--- src/rtl/eirq_pkg.sv ---
package eirq_pkg;
  localparam int NCH     = 8;
  localparam int SENSE_W = 2;
  localparam int IDX_W   = $clog2(NCH);
  localparam int DATA_W  = NCH * SENSE_W;
  localparam int ADDR_W  = 2;

  localparam logic [ADDR_W-1:0] ADDR_SENSE = 2'd0;
  localparam logic [ADDR_W-1:0] ADDR_MASK  = 2'd1;
  localparam logic [ADDR_W-1:0] ADDR_FLAG  = 2'd2;

  typedef enum logic [SENSE_W-1:0] {
    SENSE_LOW  = 2'b00,
    SENSE_ANY  = 2'b01,
    SENSE_FALL = 2'b10,
    SENSE_RISE = 2'b11
  } senseMode_e;

  // strobes from control to datapath
  typedef struct packed {
    logic [NCH-1:0] flagSet;
    logic [NCH-1:0] flagClr;
    logic           senseWr;
    logic           maskWr;
  } strobe_t;
endpackage

--- src/rtl/eirq_sync.sv ---
module eirq_sync #(
  parameter int          W      = 8,
  parameter int          STAGES = 2,
  parameter logic [W-1:0] IDLE  = '1
) (
  input  logic         clk,
  input  logic         rstN,
  input  logic [W-1:0] din,
  output logic [W-1:0] dout,
  output logic [W-1:0] doutPrev
);
  logic [W-1:0] pipe [STAGES+1];

  assign pipe[0] = din;

  for (genvar s = 1; s <= STAGES; s++) begin : g_stage
    always_ff @(posedge clk) begin
      if (!rstN) pipe[s] <= IDLE;
      else       pipe[s] <= pipe[s-1];
    end
  end

  always_ff @(posedge clk) begin
    if (!rstN) doutPrev <= IDLE;
    else       doutPrev <= pipe[STAGES];
  end

  assign dout = pipe[STAGES];
endmodule

--- src/rtl/eirq_ctrl.sv ---
module eirq_ctrl
  import eirq_pkg::*;
(
  input  logic              clk,
  input  logic              rstN,
  input  logic [NCH-1:0]    pinNow,
  input  logic [NCH-1:0]    pinPrev,
  input  logic [DATA_W-1:0] senseQ,
  input  logic [NCH-1:0]    maskQ,
  input  logic [NCH-1:0]    flagQ,
  input  logic              globalEn,
  input  logic              wrEn,
  input  logic [ADDR_W-1:0] addr,
  input  logic [NCH-1:0]    wrBits,
  input  logic              ackValid,
  input  logic [IDX_W-1:0]  ackIdx,
  output strobe_t           strobe,
  output logic              irqValid,
  output logic [IDX_W-1:0]  irqIdx
);
  logic [NCH-1:0] hitVec, clrVec, activeVec, lowVec;
  logic [IDX_W-1:0] encIdx;
  logic flagWr;

  assign flagWr = wrEn && (addr == ADDR_FLAG);

  for (genvar i = 0; i < NCH; i++) begin : g_ch
    senseMode_e mode;
    assign mode = senseMode_e'(senseQ[SENSE_W*i +: SENSE_W]);
    assign lowVec[i] = (mode == SENSE_LOW);

    always_comb begin
      unique case (mode)
        SENSE_ANY:  hitVec[i] = pinNow[i] ^ pinPrev[i];
        SENSE_FALL: hitVec[i] = pinPrev[i] & ~pinNow[i];
        SENSE_RISE: hitVec[i] = ~pinPrev[i] & pinNow[i];
        default:    hitVec[i] = 1'b0;
      endcase
    end

    assign clrVec[i]    = (flagWr && wrBits[i]) || (ackValid && ackIdx == IDX_W'(i));
    assign activeVec[i] = maskQ[i] & (lowVec[i] ? ~pinNow[i] : flagQ[i]);

    // a held-low enabled pin must produce a request
    assert_low_req_R6: assert property (@(posedge clk) disable iff (!rstN)
      (lowVec[i] && maskQ[i] && !pinNow[i] && globalEn) |-> irqValid);
  end

  // fixed priority: lowest index wins
  always_comb begin
    encIdx = '0;
    for (int i = NCH - 1; i >= 0; i--) begin
      if (activeVec[i]) encIdx = IDX_W'(i);
    end
  end

  assign irqValid = globalEn && (|activeVec);
  assign irqIdx   = irqValid ? encIdx : '0;

  assign strobe.flagSet = hitVec;
  assign strobe.flagClr = clrVec;
  assign strobe.senseWr = wrEn && (addr == ADDR_SENSE);
  assign strobe.maskWr  = wrEn && (addr == ADDR_MASK);

  logic [NCH-1:0] belowIdx;
  assign belowIdx = (NCH'(1) << irqIdx) - NCH'(1);

  assert_gate_R7: assert property (@(posedge clk) disable iff (!rstN)
    irqValid |-> globalEn);
  assert_mask_R2: assert property (@(posedge clk) disable iff (!rstN)
    irqValid |-> maskQ[irqIdx]);
  assert_priority_R8: assert property (@(posedge clk) disable iff (!rstN)
    irqValid |-> ((activeVec & belowIdx) == '0));
endmodule

--- src/rtl/eirq_dpath.sv ---
module eirq_dpath
  import eirq_pkg::*;
(
  input  logic              clk,
  input  logic              rstN,
  input  strobe_t           strobe,
  input  logic [DATA_W-1:0] wrData,
  input  logic              rdEn,
  input  logic [ADDR_W-1:0] addr,
  output logic [DATA_W-1:0] senseQ,
  output logic [NCH-1:0]    maskQ,
  output logic [NCH-1:0]    flagQ,
  output logic [DATA_W-1:0] rdData
);
  logic [NCH-1:0] flagNext, lowVec;

  for (genvar i = 0; i < NCH; i++) begin : g_flag
    assign lowVec[i] = (senseQ[SENSE_W*i +: SENSE_W] == SENSE_LOW);
    // set beats clear; held-low channels keep no flag
    assign flagNext[i] = lowVec[i] ? 1'b0
                       : (strobe.flagSet[i] | (flagQ[i] & ~strobe.flagClr[i]));

    assert_flag_set_R3: assert property (@(posedge clk) disable iff (!rstN)
      (strobe.flagSet[i] && !lowVec[i]) |=> flagQ[i]);
    // covers both software clear and acknowledge
    assert_flag_clear_R4: assert property (@(posedge clk) disable iff (!rstN)
      (strobe.flagClr[i] && !strobe.flagSet[i]) |=> !flagQ[i]);
    assert_low_noflag_R6: assert property (@(posedge clk) disable iff (!rstN)
      lowVec[i] |=> !flagQ[i]);
  end

  always_ff @(posedge clk) begin
    if (!rstN) begin
      senseQ <= '0;
      maskQ  <= '0;
      flagQ  <= '0;
    end else begin
      if (strobe.senseWr) senseQ <= wrData;
      if (strobe.maskWr)  maskQ  <= wrData[NCH-1:0];
      flagQ <= flagNext;
    end
  end

  always_comb begin
    rdData = '0;
    if (rdEn) begin
      case (addr)
        ADDR_SENSE: rdData = senseQ;
        ADDR_MASK:  rdData = {{(DATA_W-NCH){1'b0}}, maskQ};
        ADDR_FLAG:  rdData = {{(DATA_W-NCH){1'b0}}, flagQ};
        default:    rdData = '0;
      endcase
    end
  end
endmodule

--- src/rtl/eirq_top.sv ---
module eirq_top
  import eirq_pkg::*;
(
  input  logic              clk,
  input  logic              rstN,
  input  logic [NCH-1:0]    pinIn,
  input  logic              globalEn,
  input  logic              wrEn,
  input  logic              rdEn,
  input  logic [ADDR_W-1:0] addr,
  input  logic [DATA_W-1:0] wrData,
  output logic [DATA_W-1:0] rdData,
  input  logic              ackValid,
  input  logic [IDX_W-1:0]  ackIdx,
  output logic              irqValid,
  output logic [IDX_W-1:0]  irqIdx
);
  logic [NCH-1:0]    pinNow, pinPrev, maskQ, flagQ;
  logic [DATA_W-1:0] senseQ;
  strobe_t           strobe;

  eirq_sync #(.W(NCH), .STAGES(2), .IDLE('1)) u_sync (
    .clk(clk), .rstN(rstN), .din(pinIn), .dout(pinNow), .doutPrev(pinPrev)
  );

  eirq_ctrl u_ctrl (
    .clk(clk), .rstN(rstN), .pinNow(pinNow), .pinPrev(pinPrev),
    .senseQ(senseQ), .maskQ(maskQ), .flagQ(flagQ), .globalEn(globalEn),
    .wrEn(wrEn), .addr(addr), .wrBits(wrData[NCH-1:0]),
    .ackValid(ackValid), .ackIdx(ackIdx), .strobe(strobe),
    .irqValid(irqValid), .irqIdx(irqIdx)
  );

  eirq_dpath u_dpath (
    .clk(clk), .rstN(rstN), .strobe(strobe), .wrData(wrData),
    .rdEn(rdEn), .addr(addr), .senseQ(senseQ), .maskQ(maskQ),
    .flagQ(flagQ), .rdData(rdData)
  );
endmodule

--- config.mk ---
export PLATFORM = sky130hd
export DESIGN_NAME = eirq_top
export DESIGN_NICKNAME = d
export VERILOG_FILES = /design/src/rtl/eirq_pkg.sv /design/src/rtl/eirq_sync.sv /design/src/rtl/eirq_ctrl.sv /design/src/rtl/eirq_dpath.sv /design/src/rtl/eirq_top.sv
export SDC_FILE = /design/constraint.sdc
export NUM_CORES = 1
export LEC_CHECK = 0
export BUFFER_PORTS_ARGS = -buffer_cell sky130_fd_sc_hd__buf_2
export CAP_MARGIN = 10
export CORE_MARGIN = 1
export CORE_UTILIZATION = 30
export CTS_CLUSTER_DIAMETER = 60
export DETAILED_ROUTE_END_ITERATION = 7
export PLACE_DENSITY = 0.48
export REMOVE_ABC_BUFFERS = 1
export SYNTH_ARGS = -nofsm -noshare
export SYNTH_HDL_FRONTEND = slang
export SYNTH_SLANG_ARGS = --single-unit
--- constraint.sdc ---
create_clock -name clk -period 1.9 [get_ports clk]
set_clock_uncertainty 0.1 [all_clocks]
set_input_delay 0.38 -clock clk [delete_from_list [all_inputs] [get_ports clk]]
set_output_delay 0.38 -clock clk [all_outputs]
set_load 0.01 [all_outputs]
==> summary.md <==
| Metric | Value |
|---|---|
| Status | finished with violations |
| Violated checks | setup timing |
| LEAKAGE | 1.792 nW |
| Initial antenna violation count | 0 |
| Minimum clock period | 2.306 ns |
| Final setup fails | 4 |
| Non-filler cells, final | 557 |
| Buf+Inv Stages, Crit Path | 2 |
| # rows | 35 |
| Hold WC Path Type | input port to flop |
| Final GP Congestion | 0.7654 |
| Unrepaired setup endpoints after global routing | true |
| PnR worst setup slack | -0.4064 ns |
| Final Cell Area | 0.003819 sq mm |
| Wire length per cell | 13.63 um |
| Reg2reg end | u_dpath.flagQ[6]$_SDFF_PP0_ |
| Mapped Cells | 333 |
| Slew Limit Fails | 0 |
| Die H | 99.88 um |
| Post-synth top cells | nand2_1, dfxtp_1, nand2b_1 |
| Max VDD drop | 242.0 uV |
| Core Region | 0.009240 sq mm |
| Final core utilization | 0.4133 |
| DRT Wirelength | 7.593 mm |
| Most frequent cell after synthesis | nand2_1 |
| Power density of the placed cells | 588.5 mW/mm^2 |
| Congestion Overflow GR | 0 |
| Die width | 99.88 um |
| Worst Max-Slew Pin Slew | 0.3808 ns |
| Int Pwr | 1.690 mW |
| N_diodes | 0 |
| Clock root buffer master | clkbuf_8 |
| Initial DRT Pass Iterations | 4 |
| Nets | 479 |
| DPL Wire Length | 5.559 mm |
| Io pins | 55 |
| Die ar. | 0.009975 sq mm |
| CTS H-tree depth | 2 |
| Iteration-0 DRC Markers | 83 |
| Slowest stage delay, CP | 0.38 ns |
| Synth area leader | dfxtp_1 |
| Port buffer count | 54 |
| Clk slew on worst S/H paths | 0.10 ns |
| R2R depth | 6 |
| Worst hold slack | 0.1459 ns |
| Worst reg2reg startpoint | u_sync.dout[6]$_SDFF_PN1_ |
| Inserted Clock Buffers | 5 |
| R2R setup slack | 0.55 ns |
| Sw Pwr | 0.5567 mW |
| Remaining DRCs | 0 |
| Setup crit end kind | primary output |
| Clk sinks | 56 |
| Fmax | 0.4336 GHz |
| CP delay by family, top | compound AO/OA/AOI/OAI gates |
| Synth Flop Type | dfxtp_1 |
| First-pass GRT wire length | 12.28 mm |
| Logic pwr share | 0.139 |
| Worst Hold End | u_sync.pipe[12]$_SDFF_PN1_ |
| Number of synthesized flops with an enable pin | 0 |
| Post-synth ARST share | 0 |
| CP max-delay cell | or3_4 |
| Setup_tns | -1.516 ns |
| Hold Violations, Final | 0 |
| Via-to-Cell Ratio | 4.664 |
| Register bit total from synthesis | 56 |
| Max-cap violations | 0 |
| Final ANT Viol Nets | 0 |
| Area of the mapped netlist | 0.002874 sq mm |
| Largest cells by area after synthesis | dfxtp_1, nand2_1, ha_1, nand2b_1, mux2i_1 |
| CTS tree | done |
| Number of global-route vias before repair | 2528 |
| GR Util All Layers | 0.1576 |
| Post-DP Area | 0.003612 sq mm |
| Required @ worst endpoint | 1.42 ns |
| Critical path startpoint category | flop |
| Worst-path cell chain | or3_4 -> a21boi_2 -> buf_6 -> a2111oi_4 -> a221oi_2 -> buf_2 |
| Sw Share | 0.2477 |
| Register area share after synthesis | 0.3901 |
| Clock Path Buffers | 2 |
| Post-synth cell types | 39 |
| Largest net degree at the start of global routing | 57 |
| Hold_sp | pinIn[4] |
| Hold depth | 2 |
| Synth Warn # | 0 |
| Layout cells sized above 1 | 0.2921 |
| Worst-path fanout max | 3 |
| Worst slew margin | 0.7462 |
| Sequential cell fraction of total power | 0.549 |
| Tcrit/Tclk final | 1.214 |
| Clk network pwr share | 0.313 |
| CP Class | flop to primary output |
| Synthesized area per cell | 8.631 sq um |
| Initial Util | 0.3110 |
| WP data arrival | 1.83 ns |
| Yosys top cell area share | 0.3901 |
| Via count | 2598 |
| # placed instances | 545 |
| Clk_lat worst skew | 0.30 ns |
| Synthesis-to-layout area growth | 32.87% |
worst register-to-register path, stage by stage (launching register included):
cell     delay [ns]
dfxtp_1        0.34
inv_1          0.06
buf_4          0.13
ha_1           0.18
o22ai_1        0.15
a21oi_1        0.06
o221a_1        0.22
flip-flops by register name, indices dropped and copies added (netlist names):
signal	cells
u_dpath.flagQ	8
u_dpath.maskQ	8
u_dpath.senseQ	16
u_sync.dout	8
u_sync.doutPrev	8
u_sync.pipe	8
routing by layer:
| layer | routed length (um) | global-route usage | part of all wire |
|---|---|---|---|
| met5 | 0 | 0 | 0 |
| met4 | 59 | 0.03054 | 0.0078 |
| met3 | 303 | 0.02925 | 0.040 |
| met2 | 3351 | 0.2546 | 0.44 |
| met1 | 3878 | 0.2200 | 0.51 |
final cells by class:
cell class                      count  area, sq um
Fill cell                         938         5421
Timing Repair Buffer              103        715.7
Multi-Input combinational cell    244         1655
Tap cell                          129        161.4
Clock buffer                        7        96.34
Sequential cell                    56         1122
Inverter                           18        67.56
power groups by stage:
stage	logic, mW	clock network [mW]	registers [mW]
floorplan	0.119	0	1.26
global placement	0.298	0	1.26
detailed placement	0.300	0	1.26
CTS	0.305	0.740	1.23
global route	0.346	0.785	1.24
finish	0.311	0.703	1.23
kinds of logic after synthesis:
family	synth area share
AND/OR/NAND/NOR	0.2329
adder cells (fa/ha/maj)	0.06966
multiplexers	0.05572
flip-flops	0.3901
buffers and inverters	0.05355
AO/OA/AOI/OAI	0.1981
worst max-delay path by stage:
stage | to | cells past startpoint | start
final | irqIdx[0] | 6 | u_dpath.senseQ[6]$_SDFFE_PN0P_
after global routing | irqIdx[0] | 6 | u_dpath.senseQ[6]$_SDFFE_PN0P_
after CTS | irqIdx[0] | 6 | u_dpath.senseQ[6]$_SDFFE_PN0P_
after detailed placement | irqIdx[0] | 6 | u_dpath.senseQ[6]$_SDFFE_PN0P_
after global placement | irqIdx[2] | 6 | u_dpath.senseQ[2]$_SDFFE_PN0P_
after floorplan | irqIdx[0] | 4 | u_dpath.senseQ[2]$_SDFFE_PN0P_
placed cells by master, fill, tap and decap left out, types with 7 or more instances in the layout:
master / Yosys / routed
nand2_1: 66 / 66
dfxtp_1: 56 / 55
buf_2: 2 / 54
buf_4: 1 / 40
nand2b_1: 26 / 26
inv_1: 18 / 18
mux2i_1: 16 / 16
a21boi_0: 17 / 16
ha_1: 16 / 16
o21ai_0: 21 / 15
and2_1: 10 / 10
a21oi_1: 10 / 10
nor2b_1: 9 / 9
and3_1: 8 / 8
o221ai_1: 7 / 7
clkbuf_8: 0 / 7
through the flow:
step	setup slack, ns	total power [mW]
after detailed placement	-0.1235	1.560
after CTS	-0.4427	2.277
after global placement	-0.1159	1.556
after floorplan	0.09319	1.380
final	-0.4064	2.247
after global routing	-0.5336	2.368
what timing repair did:
| item | 4_1_cts | 5_1_grt |
|---|---|---|
| hold buffers | 0 | 0 |
| endpoints found under the hold margin | 0 | 0 |
| gates cloned | 0 | 0 |
| resized for setup | 4 | 17 |
| setup endpoints to repair | 4 | 12 |
| pin swaps | 2 | 7 |
| setup buffers | 1 | 5 |
(Power assumes the default switching activity.)
